## src/rtl/lcd_shp_pkg.sv

```systemverilog
package lcd_shp_pkg;

    typedef enum logic {
        SEL_DELAY = 1'b0,
        SEL_CTRL  = 1'b1
    } shp_sel_e;

    typedef struct packed {
        logic       pol_pclk;
        logic       pol_hs;
        logic       pol_vs;
        logic       pol_ll;
        logic [1:0] vs_width;
    } shp_ctl_t;

    localparam int BIT_POL_PCLK = 7;
    localparam int BIT_POL_HS   = 6;
    localparam int BIT_POL_VS   = 5;
    localparam int BIT_POL_LL   = 4;
    localparam int BIT_WID_HI   = 1;
    localparam int BIT_WID_LO   = 0;

    localparam shp_ctl_t CTL_RST = '{pol_pclk: 1'b0, pol_hs: 1'b0, pol_vs: 1'b1,
                                     pol_ll: 1'b0, vs_width: 2'b00};

    // number of horizontal periods that a width code selects; code 11 acts as 10
    function automatic logic [1:0] vs_lines(input logic [1:0] code);
        return (code == 2'b11) ? 2'd3 : 2'(code + 2'd1);
    endfunction

endpackage

```

## src/rtl/lcd_shp_cfg.sv

```systemverilog
module lcd_shp_cfg
    import lcd_shp_pkg::*;
#(
    parameter int DLY_W = 7,
    parameter int REG_W = 8
) (
    input  logic             clk,
    input  logic             rst_n,
    input  logic             wr_en,
    input  logic             wr_sel,
    input  logic [REG_W-1:0] wr_data,
    input  logic             frame_start,
    output logic [DLY_W-1:0] dly_eff,
    output shp_ctl_t         ctl_eff,
    output shp_ctl_t         ctl_act
);

    typedef struct packed {
        logic [DLY_W-1:0] stg_dly;
        shp_ctl_t         stg_ctl;
        logic [DLY_W-1:0] act_dly;
        shp_ctl_t         act_ctl;
    } cfg_st_t;

    localparam cfg_st_t ST_RST = '{stg_dly: '0, stg_ctl: CTL_RST,
                                   act_dly: '0, act_ctl: CTL_RST};

    cfg_st_t  st_d, st_q;
    shp_ctl_t ctl_wr;
    logic     rsvd_unused;

    assign rsvd_unused = ^wr_data[BIT_POL_LL-1:BIT_WID_HI+1];

    always_comb begin
        ctl_wr.pol_pclk = wr_data[BIT_POL_PCLK];
        ctl_wr.pol_hs   = wr_data[BIT_POL_HS];
        ctl_wr.pol_vs   = wr_data[BIT_POL_VS];
        ctl_wr.pol_ll   = wr_data[BIT_POL_LL];
        ctl_wr.vs_width = wr_data[BIT_WID_HI:BIT_WID_LO];

        st_d = st_q;
        if (wr_en) begin
            case (shp_sel_e'(wr_sel))
                SEL_DELAY: st_d.stg_dly = wr_data[DLY_W-1:0];
                SEL_CTRL:  st_d.stg_ctl = ctl_wr;
                default:   st_d.stg_dly = st_q.stg_dly;
            endcase
        end
        if (frame_start) begin
            st_d.act_dly = st_q.stg_dly;
            st_d.act_ctl = st_q.stg_ctl;
        end
    end

    always_ff @(posedge clk or negedge rst_n) begin
        if (!rst_n) st_q <= ST_RST;
        else        st_q <= st_d;
    end

    // the frame-start cycle already runs with the staged settings
    assign dly_eff = frame_start ? st_q.stg_dly : st_q.act_dly;
    assign ctl_eff = frame_start ? st_q.stg_ctl : st_q.act_ctl;
    assign ctl_act = st_q.act_ctl;

endmodule

```

## src/rtl/lcd_shp_hdly.sv

```systemverilog
module lcd_shp_hdly #(
    parameter int DLY_W = 7
) (
    input  logic             clk,
    input  logic             rst_n,
    input  logic             pclk_raw,
    input  logic             hs_ref,
    input  logic [DLY_W-1:0] dly,
    output logic             hs_dly
);

    localparam int DEPTH = (1 << DLY_W) - 1;

    typedef struct packed {
        logic [DEPTH-1:0] hist;
        logic             held;
        logic             pclk_prev;
    } hd_st_t;

    hd_st_t st_d, st_q;
    logic   tick;
    logic   tap;

    always_comb begin
        tick = pclk_raw & ~st_q.pclk_prev;

        tap = 1'b0;
        for (int i = 0; i < DEPTH; i++) begin
            if (dly == DLY_W'(i + 1)) tap = st_q.hist[i];
        end

        st_d           = st_q;
        st_d.pclk_prev = pclk_raw;
        if (tick) begin
            st_d.hist[0] = hs_ref;
            for (int i = 1; i < DEPTH; i++) st_d.hist[i] = st_q.hist[i-1];
            st_d.held = tap;
        end

        if (dly == '0)  hs_dly = hs_ref;
        else if (tick)  hs_dly = tap;
        else            hs_dly = st_q.held;
    end

    always_ff @(posedge clk or negedge rst_n) begin
        if (!rst_n) st_q <= '0;
        else        st_q <= st_d;
    end

endmodule

```

## src/rtl/lcd_shp_vstr.sv

```systemverilog
module lcd_shp_vstr #(
    parameter int CNT_W = 2
) (
    input  logic             clk,
    input  logic             rst_n,
    input  logic             vs_ref,
    input  logic             hs_ref,
    input  logic [CNT_W-1:0] lines,
    output logic             frame_start,
    output logic             hs_edge,
    output logic             vs_str
);

    typedef struct packed {
        logic             vs_prev;
        logic             hs_prev;
        logic             active;
        logic [CNT_W-1:0] cnt;
    } vs_st_t;

    vs_st_t st_d, st_q;

    always_comb begin
        frame_start = vs_ref & ~st_q.vs_prev;
        hs_edge     = hs_ref & ~st_q.hs_prev;

        st_d         = st_q;
        st_d.vs_prev = vs_ref;
        st_d.hs_prev = hs_ref;
        if (frame_start) begin
            st_d.active = 1'b1;
            st_d.cnt    = '0;
        end else if (st_q.active && hs_edge) begin
            if (st_q.cnt == CNT_W'(lines - 1'b1)) begin
                st_d.active = 1'b0;
                st_d.cnt    = '0;
            end else begin
                st_d.cnt = st_q.cnt + 1'b1;
            end
        end

        vs_str = frame_start | st_q.active;
    end

    always_ff @(posedge clk or negedge rst_n) begin
        if (!rst_n) st_q <= '0;
        else        st_q <= st_d;
    end

endmodule

```

## src/rtl/lcd_shp_out.sv

```systemverilog
module lcd_shp_out #(
    parameter int         NSIG    = 4,
    parameter logic [3:0] RST_VAL = 4'b0010
) (
    input  logic            clk,
    input  logic            rst_n,
    input  logic [NSIG-1:0] raw,
    input  logic [NSIG-1:0] pol,
    output logic [NSIG-1:0] sig_o
);

    logic [NSIG-1:0] lane_d, lane_q;

    for (genvar g = 0; g < NSIG; g++) begin : g_lane
        always_comb lane_d[g] = raw[g] ^ pol[g];
    end

    always_ff @(posedge clk or negedge rst_n) begin
        if (!rst_n) lane_q <= RST_VAL[NSIG-1:0];
        else        lane_q <= lane_d;
    end

    assign sig_o = lane_q;

endmodule

```

## src/rtl/lcd_sync_shaper.sv

```systemverilog
module lcd_sync_shaper
    import lcd_shp_pkg::*;
#(
    parameter int DLY_W = 7,
    parameter int REG_W = 8
) (
    input  logic             clk,
    input  logic             rst_n,
    input  logic             wr_en,
    input  logic             wr_sel,
    input  logic [REG_W-1:0] wr_data,
    input  logic             pclk_raw,
    input  logic             hsync_ref,
    input  logic             vsync_ref,
    input  logic             lload_ref,
    output logic             pclk_o,
    output logic             hsync_o,
    output logic             vsync_o,
    output logic             lload_o
);

    localparam int         NSIG    = 4;
    localparam int         CNT_W   = 2;
    localparam logic [3:0] OUT_RST = {CTL_RST.pol_pclk, CTL_RST.pol_hs,
                                      CTL_RST.pol_vs, CTL_RST.pol_ll};

    logic [DLY_W-1:0] dly_eff;
    shp_ctl_t         ctl_eff;
    shp_ctl_t         ctl_act;
    logic             frame_start;
    logic             hs_edge;
    logic             vs_str;
    logic             hs_dly;
    logic [CNT_W-1:0] lines;
    logic [NSIG-1:0]  raw_vec;
    logic [NSIG-1:0]  pol_eff;
    logic [NSIG-1:0]  out_vec;

    assign lines = vs_lines(ctl_eff.vs_width);

    lcd_shp_cfg #(.DLY_W(DLY_W), .REG_W(REG_W)) i_cfg (
        .clk         (clk),
        .rst_n       (rst_n),
        .wr_en       (wr_en),
        .wr_sel      (wr_sel),
        .wr_data     (wr_data),
        .frame_start (frame_start),
        .dly_eff     (dly_eff),
        .ctl_eff     (ctl_eff),
        .ctl_act     (ctl_act)
    );

    lcd_shp_vstr #(.CNT_W(CNT_W)) i_vstr (
        .clk         (clk),
        .rst_n       (rst_n),
        .vs_ref      (vsync_ref),
        .hs_ref      (hsync_ref),
        .lines       (lines),
        .frame_start (frame_start),
        .hs_edge     (hs_edge),
        .vs_str      (vs_str)
    );

    lcd_shp_hdly #(.DLY_W(DLY_W)) i_hdly (
        .clk      (clk),
        .rst_n    (rst_n),
        .pclk_raw (pclk_raw),
        .hs_ref   (hsync_ref),
        .dly      (dly_eff),
        .hs_dly   (hs_dly)
    );

    assign raw_vec = {pclk_raw, hs_dly, vs_str, lload_ref};
    assign pol_eff = {ctl_eff.pol_pclk, ctl_eff.pol_hs, ctl_eff.pol_vs, ctl_eff.pol_ll};

    lcd_shp_out #(.NSIG(NSIG), .RST_VAL(OUT_RST)) i_out (
        .clk   (clk),
        .rst_n (rst_n),
        .raw   (raw_vec),
        .pol   (pol_eff),
        .sig_o (out_vec)
    );

    assign pclk_o  = out_vec[3];
    assign hsync_o = out_vec[2];
    assign vsync_o = out_vec[1];
    assign lload_o = out_vec[0];

endmodule

```

## config.mk

```make
export PLATFORM = sky130hd
export DESIGN_NAME = lcd_sync_shaper
export DESIGN_NICKNAME = d
export VERILOG_FILES = /design/src/rtl/lcd_shp_pkg.sv /design/src/rtl/lcd_shp_cfg.sv /design/src/rtl/lcd_shp_hdly.sv /design/src/rtl/lcd_shp_vstr.sv /design/src/rtl/lcd_shp_out.sv /design/src/rtl/lcd_sync_shaper.sv
export SDC_FILE = /design/constraint.sdc
export NUM_CORES = 1
export LEC_CHECK = 0
export ABC_AREA = 1
export BUFFER_PORTS_ARGS = -buffer_cell sky130_fd_sc_hd__buf_2
export CAP_MARGIN = 20
export CORE_MARGIN = 2
export CORE_UTILIZATION = 60
export CTS_CLUSTER_SIZE = 24
export DETAILED_ROUTE_END_ITERATION = 8
export PLACE_DENSITY = 0.8
export SYNTH_ARGS = -nofsm -noshare
export SYNTH_HDL_FRONTEND = slang
export SYNTH_SLANG_ARGS = --single-unit
```

## constraint.sdc

```tcl
create_clock -name clk -period 8.42 [get_ports clk]
set_input_delay 1.684 -clock clk [delete_from_list [all_inputs] [get_ports clk]]
set_output_delay 1.684 -clock clk [all_outputs]
set_load 0.01 [all_outputs]
```

==> results.py <==
metrics = {
    "worst_setup_path": {
        "cp_max_fo": 9,
        "startpoint_type": "input pin",
        "end_kind": "register",
        "cp.arrival_ns": 8.13,
        "worstPathRequired_ns": 8.74,
        "critPathBufInv": 4,
        "crit_top_cell": "nand2_1",
        "worst_path_largest_cell_delay_ns": 0.18,
        "crit_slowest_cell": "a31oi_4",
        "crit_type": "in -> reg",
        "critPathTopFamily": "simple AND/OR/NAND/NOR gates",
    },
    "sta": {
        "worstMarginPinSlew_ns": 0.916,
        "finalCriticalPeriod_ns": 7.81,
        "slew_headroom_pct": 38.9,
        "clock.fmax_ghz": 0.128,
        "slew_violations": 0,
        "fin_hold_ws_ns": 0.490,
        "setup_viol": 0,
        "finalCritPeriodShare_pct": 92.7,
        "clock_skew_ns": 0.00811,
        "hold_viol_final": 0,
        "rsz0062_at_grt": "yes",
        "fin_ws_ns": 0.613,
    },
    "floorplanning": {
        "io_pins": 20,
        "die_w_um": 118,
        "core_mm2": 0.0127,
        "placementRows": 41,
        "die-height_um": 118,
        "die_area_mm2": 0.0140,
        "initial_core_util_pct": 61.8,
    },
    "routing": {
        "antenna_left": 0,
        "dr.pass1.iters": 8,
        "viasPerCell": 5.60,
        "drtIter0Drc": 596,
        "wl_per_cell_um": 16.3,
        "num_vias": 6768,
        "drc_errors": 0,
        "routed_wl_um": 19700,
    },
    "clocking": {
        "cts_tree": "done",
        "numCtsBuffers": 17,
        "clk_latency_ns": 0.43,
        "cts_max_level": 4,
        "clk_pin_slew_ns": 0.06,
        "root_buffer": "clkbuf_16",
        "cts_sinks": 164,
        "clock_path_buffers": 2,
        "holdBufCountCts": 0,
    },
    "synthesis": {
        "syn_avg_cell_area_um2": 7.91,
        "ys_seq_area_share_pct": 52.4,
        "synthDistinctLibCells": 33,
        "synthesis.area_mm2": 0.00784,
        "syn_nets": 1006,
        "synth-seq-cells": 164,
        "yosysWarnings": 0,
        "synthesis.instances": 990,
    },
    "pwr": {
        "power_density_mw_per_mm2": 250,
        "peakVddDrop_uv": 143,
        "p_leak_uw": 0.00430,
        "p_total_uw": 2220,
    },
    "run": {
        "maxCapViolations": 0,
    },
    "place": {
        "dp_slack_ns": 0.117,
        "place_inst": 1166,
        "gp_congestion": 0.912,
        "portBuffers": 19,
        "dp_hpwl_um": 12500,
    },
    "layout": {
        "regArea_mm2": 0.00411,
        "drive_gt1_share_pct": 13.8,
        "diodes": 0,
        "layoutNonFillerInstCount": 1208,
        "multi_input_area_mm2": 0.00323,
        "layout_common_cells": "339 x nand2_1, 161 x dfrtp_1, 105 x inv_1",
        "mostFrequentLayoutCell": "nand2_1",
        "areaGrowthSynthToFinish_pct": 13.4,
        "fin_util_pct": 70.1,
        "n_fill_cell": 1016,
        "finalNetCount": 1039,
    },
    "grt": {
        "grt_pass1_wl_um": 31600,
        "grt-ovfl-total": 0,
        "grt_max_degree": 102,
        "grt_pass1_vias": 6428,
        "antenna_found_initial": 0,
        "grt_usage_pct": 28.8,
    },
    "worst_hold_path": {
        "hold_class": "reg -> reg",
    },
    "run_status": {
        "outcome": "finished, final reports clean",
    },
}
## registers in the layout, indices dropped and copies added (netlist names)
register / flops
i_vstr.st_q: 5
i_out.sig_o: 4
i_cfg.ctl_act: 6
i_hdly.st_q: 129
i_cfg.st_q: 20
## through the flow
| step | setup TNS (ns) | area, µm² |
|---|---|---|
| final | 0 | 8890 |
| after global routing | -0.689 | 8890 |
| after CTS | 0 | 8700 |
| after detailed placement | 0 | 8170 |
| after global placement | 0 | 8170 |
| after floorplan | 0 | 7840 |
## Yosys cell counts, drive strengths merged
library cell,count,area [µm²]
or2,2,12.5
xor2,3,26.3
xnor2,2,17.5
nand4,35,219
o211ai,2,15.0
a31oi,11,68.8
o31ai,1,7.51
nor2,68,310
dfrtp,161,4030
a22oi,1,7.51
clkbuf,33,124
inv,112,420
nand3,63,325
mux2,3,33.8
nand2,355,1380
a21oi,1,5.00
o21ai,98,502
a31o,14,123
dfstp,3,78.8
buf,8,57.6
nor3,14,70.1
## layer usage
layer	GRT usage [%]	share of wire [%]	vias up
met3	6.61	6.4	64
met2	45.0	48	271
met1	37.8	42	3199
li1	-	-	3234
met4	14.8	3.9	0
met5	0	0	-
## worst paths after layout
path	slack (ns)	start	to	cells past startpoint
min in group asynchronous	1.35	rst_n	i_hdly.st_q[81]	1
max in group asynchronous	5.73	rst_n	i_hdly.st_q[125]	2
hold / removal	0.49	i_cfg.ctl_act[0]	i_cfg.ctl_act[0]	2
hold reg to reg	0.49	i_cfg.ctl_act[0]	i_cfg.ctl_act[0]	2
setup reg to reg	1.23	i_vstr.st_q[4]	i_out.sig_o[2]	86
setup / recovery	0.61	vsync_ref	i_out.sig_o[2]	88
## cell type report
| cell class | instances | area share, % |
|---|---|---|
| clock buffers | 25 | 5.35 |
| well taps | 172 | 2.42 |
| repair buffers | 54 | 4.27 |
| clock inverters | 7 | 0.577 |
| flip-flops and latches | 164 | 46.2 |
| inverters | 112 | 4.80 |
| multi-input cells | 674 | 36.4 |
## cell families after synthesis
group	synth area share (%)
muxes	0.431
and+or+nand+nor	29.6
buffers and inverters	7.68
AOI/OAI and AO/OA	9.29
DFF	52.4
xor gates and xnor gates	0.559
## power by group
group	total, µW	internal [µW]	switching, µW
clock	697	392	305
combinational	475	159	316
sequential	1050	945	105
total	2220	1500	726
## timing repair
| action | CTS | global route |
|---|---|---|
| resized for setup | 0 | 27 |
| endpoints found under the setup margin | 0 | 2 |
| setup buffers | 0 | 9 |
## worst min-delay path, stage by stage (launching register included)
cell and delay [ns]:
dfrtp_1 0.33, nand2_1 0.05, nand2_1 0.07
Power figures use the tool's default switching activity.
